## src/rtl/cde_pkg.sv

```systemverilog
package cde_pkg;

    typedef enum logic [1:0] {
        POL_SHORT  = 2'b00,
        POL_LONG   = 2'b01,
        POL_LOCKED = 2'b10,
        POL_BYPASS = 2'b11
    } pol_e;

    typedef struct packed {
        pol_e pol;
        logic en;
    } gate_state_t;

endpackage

```

## src/rtl/cde_cycle_counter.sv

```systemverilog
module cde_cycle_counter #(
    parameter  int unsigned LIMIT = 2048,
    localparam int unsigned CW    = $clog2(LIMIT + 1)
) (
    input  logic          clk,
    input  logic          pd_n,
    input  logic          run,
    output logic [CW-1:0] cnt_d_o,
    output logic [CW-1:0] cnt_q_o
);

    localparam logic [CW-1:0] LIMIT_C = CW'(LIMIT);

    typedef struct packed {
        logic [CW-1:0] cnt;
    } cnt_state_t;

    cnt_state_t st_d, st_q;

    always_comb begin
        st_d = st_q;
        if (!run) begin
            st_d.cnt = '0;
        end else if (st_q.cnt != LIMIT_C) begin
            st_d.cnt = st_q.cnt + 1'b1;
        end
    end

    always_ff @(posedge clk or negedge pd_n) begin
        if (!pd_n) begin
            st_q <= '0;
        end else begin
            st_q <= st_d;
        end
    end

    assign cnt_d_o = st_d.cnt;
    assign cnt_q_o = st_q.cnt;

endmodule

```

## src/rtl/cde_policy_decide.sv

```systemverilog
module cde_policy_decide
    import cde_pkg::*;
#(
    parameter  int unsigned SHORT_WAIT = 1024,
    parameter  int unsigned LONG_WAIT  = 2048,
    localparam int unsigned CW         = $clog2(LONG_WAIT + 1)
) (
    input  pol_e          pol,
    input  logic [CW-1:0] cnt,
    input  logic          present,
    input  logic          aligned,
    output logic          allow
);

    localparam logic [CW-1:0] SHORT_C = CW'(SHORT_WAIT);
    localparam logic [CW-1:0] LONG_C  = CW'(LONG_WAIT);

    logic reach_short;
    logic reach_long;

    always_comb begin
        reach_short = (cnt >= SHORT_C);
        reach_long  = (cnt >= LONG_C);
        unique case (pol)
            POL_SHORT:  allow = present && reach_short;
            POL_LONG:   allow = present && reach_long;
            POL_LOCKED: allow = present && reach_short && aligned;
            POL_BYPASS: allow = present;
            default:    allow = 1'b0;
        endcase
    end

endmodule

```

## src/rtl/cde_out_gate.sv

```systemverilog
module cde_out_gate
    import cde_pkg::*;
#(
    parameter int unsigned SHORT_WAIT = 1024,
    parameter int unsigned LONG_WAIT  = 2048
) (
    input  logic       clk,
    input  logic       pd_n,
    input  logic       clk_ok,
    input  logic       align_ok,
    input  logic       pol_we,
    input  logic [1:0] pol_wdata,
    output logic       lanes_en
);

    localparam int unsigned CW = $clog2(LONG_WAIT + 1);

    gate_state_t   st_d, st_q;
    logic [CW-1:0] cnt_d;
    logic [CW-1:0] cnt_q;
    logic          allow;
    logic [1:0]    pol_q;

    cde_cycle_counter #(
        .LIMIT (LONG_WAIT)
    ) u_cnt (
        .clk     (clk),
        .pd_n    (pd_n),
        .run     (clk_ok),
        .cnt_d_o (cnt_d),
        .cnt_q_o (cnt_q)
    );

    cde_policy_decide #(
        .SHORT_WAIT (SHORT_WAIT),
        .LONG_WAIT  (LONG_WAIT)
    ) u_dec (
        .pol     (st_q.pol),
        .cnt     (cnt_d),
        .present (clk_ok),
        .aligned (align_ok),
        .allow   (allow)
    );

    always_comb begin
        st_d    = st_q;
        st_d.en = allow;
        if (pol_we) begin
            st_d.pol = pol_e'(pol_wdata);
        end
    end

    always_ff @(posedge clk or negedge pd_n) begin
        if (!pd_n) begin
            st_q <= '{pol: POL_SHORT, en: 1'b0};
        end else begin
            st_q <= st_d;
        end
    end

    assign pol_q    = st_q.pol;
    assign lanes_en = st_q.en;

endmodule

```

## config.mk

```make
export PLATFORM = sky130hd
export DESIGN_NAME = cde_out_gate
export DESIGN_NICKNAME = d
export VERILOG_FILES = /design/src/rtl/cde_pkg.sv /design/src/rtl/cde_cycle_counter.sv /design/src/rtl/cde_policy_decide.sv /design/src/rtl/cde_out_gate.sv
export SDC_FILE = /design/constraint.sdc
export NUM_CORES = 1
export LEC_CHECK = 0
export BUFFER_PORTS_ARGS = -buffer_cell sky130_fd_sc_hd__buf_2
export CAP_MARGIN = 5
export CORE_MARGIN = 2
export CORE_UTILIZATION = 45
export CTS_CLUSTER_SIZE = 8
export DETAILED_ROUTE_END_ITERATION = 12
export GPL_ROUTABILITY_DRIVEN = 0
export MAX_ROUTING_LAYER = met4
export REMOVE_ABC_BUFFERS = 1
export SYNTH_ARGS = -nofsm -noshare
export SYNTH_HDL_FRONTEND = slang
export SYNTH_HIERARCHICAL = 1
export SYNTH_SLANG_ARGS = --single-unit
```

## constraint.sdc

```tcl
create_clock -name clk -period 3.2 [get_ports clk]
set_clock_uncertainty 0.15 [all_clocks]
set_input_delay 0.64 -clock clk [delete_from_list [all_inputs] [get_ports clk]]
set_output_delay 0.64 -clock clk [all_outputs]
set_load 0.02 [all_outputs]
```

Yosys cells after proc, flatten, opt, wreduce, memory -nomap -nowiden. Cells that the tools add are included.

Add/subtract/negate cells: 1. $lt $le $gt $ge: 2. Equal/unequal tests: 4. Muxes and demuxes: 3. Reductions and logical operators: 4.

Operator list (number): 2-to-1 mux 12 bit (2); adder 12 x 1 -> 12 bit, second input constant (1); >= comparator 12 x 11 -> 1 bit, second input constant (1); >= comparator 12 bit, second input constant (1); != test 12 bit, second input constant (1); == test 2 bit, second input constant (2); one-hot mux 1 bit (4 select lines) (1); logical AND 1 bit (3); == test 2 x 1 -> 1 bit, second input constant (1); zero test 2 bit (1).

Flip-flop bits (word level): 15. Bits of input ports: 7. Output and inout port bits: 1. Logic and storage cells: 17.

Depth between registers and ports, before layout.
Word-level depth: 7. Mapped depth: 7. Gate-level depth less buffers: 7.

By module. The synthesis kept the hierarchy.

By module, submodules not included: cde_cycle_counter (instances 1, cells an instance 68, area an instance 665.6 µm², seq. area each 300.3 µm²); cde_out_gate (instances 1, cells an instance 5, area an instance 97.6 µm², seq. area each 75.1 µm²); cde_policy_decide (instances 1, cells an instance 3, area an instance 31.3 µm², seq. area each 0.0 µm²).

Least setup slack after synthesis. No wires, ideal clock.

Path type: reg2reg. From: register u_cnt.st_q (netlist bit u_cnt/cnt_q_o[0]). To: register st_q (netlist bit lanes_en). Data arrival time: 1.924 ns. Required time: 2.927 ns. Path slack: 1.003 ns. Cell stages (with the launch flop): 8. Path buffers: 0. Clock period less this slack: 2.197 ns. Path through: dfrtp_1 -> inv_1 -> ha_1 -> or4b_1 -> o31ai_2 -> a21oi_1 -> mux2_1 -> o221a_1.

Longest elaborated chain between the ends: 7.

RTL lines: from (decl) (RTL line cde_cycle_counter.sv:18) `cnt_state_t st_d, st_q;`; from (signal assigned) (RTL line cde_cycle_counter.sv:33) `st_q <= st_d;`; adder 12 x 1 -> 12 bit / != test 12 bit (equally long branches) (RTL line cde_cycle_counter.sv:25, cde_cycle_counter.sv:24); 2-to-1 mux 12 bit (*) (RTL line cde_cycle_counter.sv:24) `end else if (st_q.cnt != LIMIT_C) begin`; 2-to-1 mux 12 bit (*) (RTL line cde_cycle_counter.sv:22) `if (!run) begin`; via cnt_d[10] (RTL line cde_out_gate.sv:19) `logic [CW-1:0] cnt_d;`; >= comparator 12 x 11 -> 1 bit (RTL line cde_policy_decide.sv:22) `reach_short = (cnt >= SHORT_C);`; logical AND 1 bit (RTL line cde_policy_decide.sv:25, cde_policy_decide.sv:27); logical AND 1 bit (RTL line cde_policy_decide.sv:27) `POL_LOCKED: allow = present && reach_short && aligned;`; one-hot mux 1 bit (4 select lines) (*) (RTL line cde_policy_decide.sv:24) `unique case (pol)`; via allow (RTL line cde_out_gate.sv:21) `logic allow;`; to (signal assigned) (RTL line cde_out_gate.sv:55) `st_q <= '{pol: POL_SHORT, en: 1'b0};`; to (signal assigned) (RTL line cde_out_gate.sv:57) `st_q <= st_d;`; to (decl) (RTL line cde_out_gate.sv:18) `gate_state_t st_d, st_q;`.

The timed path passes the listed nets; every way through them passes the cells marked *. A chain may end at the register's enable or synchronous reset.

Worst setup path in the final report. Ends and elaborated chain as after synthesis.

==> run_results.csv <==
group,metric,value,unit
outcome,status,"finished clean",
yosys,synth_top_area_share,47.2,%
yosys,synth_cell_types,27,
global_route,grt_usage,18.2,%
place,dpl.cell_count,99,
hold_path,hold_path_class,"in2async",
global_route,grt_pass1_wl,2.63,mm
power_and_ir_drop,p_leak,0.366,nW
routing,drc,0,
clock_tree,cts_resized,0,
yosys,seq_area_frac_synth,47.2,%
clock_tree,path_clk_slew,0.09,ns
setup_path,max_stage_delay,0.51,ns
setup_path,cp.arrival,2.38,ns
yosys,synth_area,795,sq um
global_route,grt_busiest_layer,"met2",
floorplanning,fp.coreArea,1690,sq um
routing,vias,634,
timing,rsz0062_at_grt,"no",
global_route,grtUsageMet3,2.38,%
yosys,yosys.area.top_type,"dfrtp_1",
yosys,synth.area.top_cells,"dfrtp_1, a21oi_1, nand2_1, ha_1, nand3_1",
flow_run,drv_cap,0,
clock_tree,ctsHtreeMaxLevel,1,
clock_tree,numCtsBuffers,3,
setup_path,crit_path_end_kind,"register",
final_layout,area_growth,10.1,%
timing,max_freq,424,MHz
timing,slew-limit-headroom,76.8,%
clock_tree,ctsHoldBuffers,0,
floorplanning,die_height,46.0,um
setup_path,cp_slowest_cell,"or4b_1",
yosys,avgSynthCellArea,10.5,sq um
timing,hold_violations,0,
global_route,grt_overflow_total,0,
floorplanning,die_w,46.0,um
timing,finalCriticalPeriod,2.36,ns
yosys,synth_edf_count,0,
setup_path,worstSetupStartpointType,"register",
timing,worstMarginPinSlew,0.348,ns
floorplanning,start_util,47.0,%
setup_path,crit_chain,"inv_1, ha_1, or4b_1, o31ai_2, a21oi_1, mux2_1, o221a_1",
floorplanning,die_area,2120,sq um
global_route,grtUsageMet1,24.9,%
clock_tree,clk-insertion-delay-late,0.28,ns
setup_path,crit_required,3.23,ns
routing,drtIter0Drc,9,
floorplanning,io_pins,8,
timing,setup_violations,0,
clock_tree,cts-root-buf,"clkbuf_4",
clock_tree,clock-sinks,15,
yosys,yosysWarnings,6,
place,dp_hpwl,1.10,mm
global_route,grt_pass1_vias,606,
place,io_buffers,7,
routing,ant_nets,0,
routing,post_drt_wl_per_cell,14.8,um
clock_tree,cts_tree,"yes",
timing,setup_slack,0.844,ns
yosys,synthCells,76,
yosys,ys.flop_type,"dfrtp_1",
timing,fin_crit_sh,73.6,%
routing,viasPerCell,6.16,
timing,setup_tns,0,ns
timing,drv_slew,0,
yosys,ys_seq_elements,15,
routing,finalWirelength,1.53,mm
routing,drt-pass1-iter-count,4,
yosys,synthArstFlopShare,100,%
clock_tree,cts_setup_buffers,0,
place,dpl_worst_slack,0.846,ns
global_route,antenna_found_initial,0,
setup_path,path_max_fanout,6,
power_and_ir_drop,pwr_density_cell,393,nW/um^2
final_layout,drive_gt1_share,22.1,%
setup_path,worstSetupPathType,"reg2reg",
power_and_ir_drop,vdd_ir_drop_max,0.000227,V
final_layout,n_antenna_cell,0,
final_layout,fin_cells,103,
clock_tree,clk_path_buf_depth,2,
final_layout,layout.nets,96,
floorplanning,rows,15,
global_route,grt_max_degree,16,
global_route,grt_use_met2,26.1,%
==> registers in the layout, summed over array words and instances (netlist names) <==
register / count
u_cnt/cnt_q_o: 12
lanes_en: 1
pol_q: 2
==> Yosys cell counts (2+ instances only) <==
master,n
dfrtp_1,15
mux2_2,2
ha_1,2
nor2_1,2
nand3_1,5
xor2_1,2
o31ai_1,3
nand2_1,7
o21ai_0,4
nand4_1,2
or3_1,4
a21oi_1,7
or4_1,3
nand3b_1,2
inv_1,3
mux2i_1,2
==> critical path, delay by kind of cell (launching register included) <==
kind	cells	cell delay, ns
AOI/OAI and AO/OA	3	0.63
adders and majority gates	1	0.14
buffers and inverters	1	0.09
DFF	1	0.43
muxes	1	0.30
and+or+nand+nor	1	0.51
==> cell type report <==
cell class,instances,area [sq um]
fillers,161,815
multi-input cells,57,404
flip-flops and latches,15,375
repair buffers,7,35.0
clock buffers,3,22.5
well taps,17,21.3
inverters,3,11.3
clock inverters,1,5.00
==> metal layers <==
layer | routed length (um) | up-vias | share of wire, %
li1 | - | 304 | -
met1 | 732 | 314 | 48
met2 | 724 | 14 | 47
met3 | 59 | 2 | 3.9
met4 | 12 | 0 | 0.78
met5 | 0 | - | 0
==> logic make-up after synthesis <==
group | Yosys count | synth area share, %
compound gates | 17 | 13.4
xor+xnor | 2 | 2.21
fa+ha+maj | 2 | 3.15
buf+inv | 4 | 1.89
flops | 15 | 47.2
mux | 5 | 6.77
simple gates | 31 | 25.4
==> path summary, 6_finish.rpt <==
path	from	endpoint	slack, ns	depth (start not counted)
max reg2reg	u_cnt/cnt_q_o[0]$_DFF_PN0_	lanes_en$_DFF_PN0_	0.84	7
min reg2reg	pol_q[1]$_DFFE_PN0P_	pol_q[1]$_DFFE_PN0P_	0.39	1
max in group asynchronous	pd_n	u_cnt/cnt_q_o[0]$_DFF_PN0_	2.55	1
min in group clk	pol_q[1]$_DFFE_PN0P_	pol_q[1]$_DFFE_PN0P_	0.39	1
min	pd_n	u_cnt/cnt_q_o[7]$_DFF_PN0_	0.1	1
max	u_cnt/cnt_q_o[0]$_DFF_PN0_	lanes_en$_DFF_PN0_	0.84	7
==> stage by stage <==
stage | utilization [%] | power [mW] | hold slack [ns] | area, sq um
detailed placement | 50.1 | 0.240 | 0.379 | 847
global route | 51.8 | 0.366 | 0.103 | 875
finish | 51.8 | 0.343 | 0.0975 | 875
floorplan | - | 0.225 | 0.194 | 791
global placement | 50.1 | 0.239 | 0.366 | 847
CTS | 51.8 | 0.351 | 0.0944 | 875
==> cell usage in the layout, fill, tap and decap left out, types with 2 or more instances in the layout <==
cell	n
ha_1	2
nand2_1	7
o21ai_0	4
nand3b_1	2
or3_1	4
o31ai_1	3
nand3_1	5
xor2_1	2
clkbuf_4	3
a21oi_1	7
nand4_1	2
dfrtp_1	15
buf_2	7
nor2_1	2
inv_1	3
or4_1	3
mux2i_1	2
mux2_2	2
==> report_power, final <==
group	internal, mW	total (mW)	switching, mW
combinational	0.0143	0.0324	0.0181
sequential	0.196	0.203	0.00714
clock	0.0464	0.108	0.0616
Power figures use the tool's default switching activity.
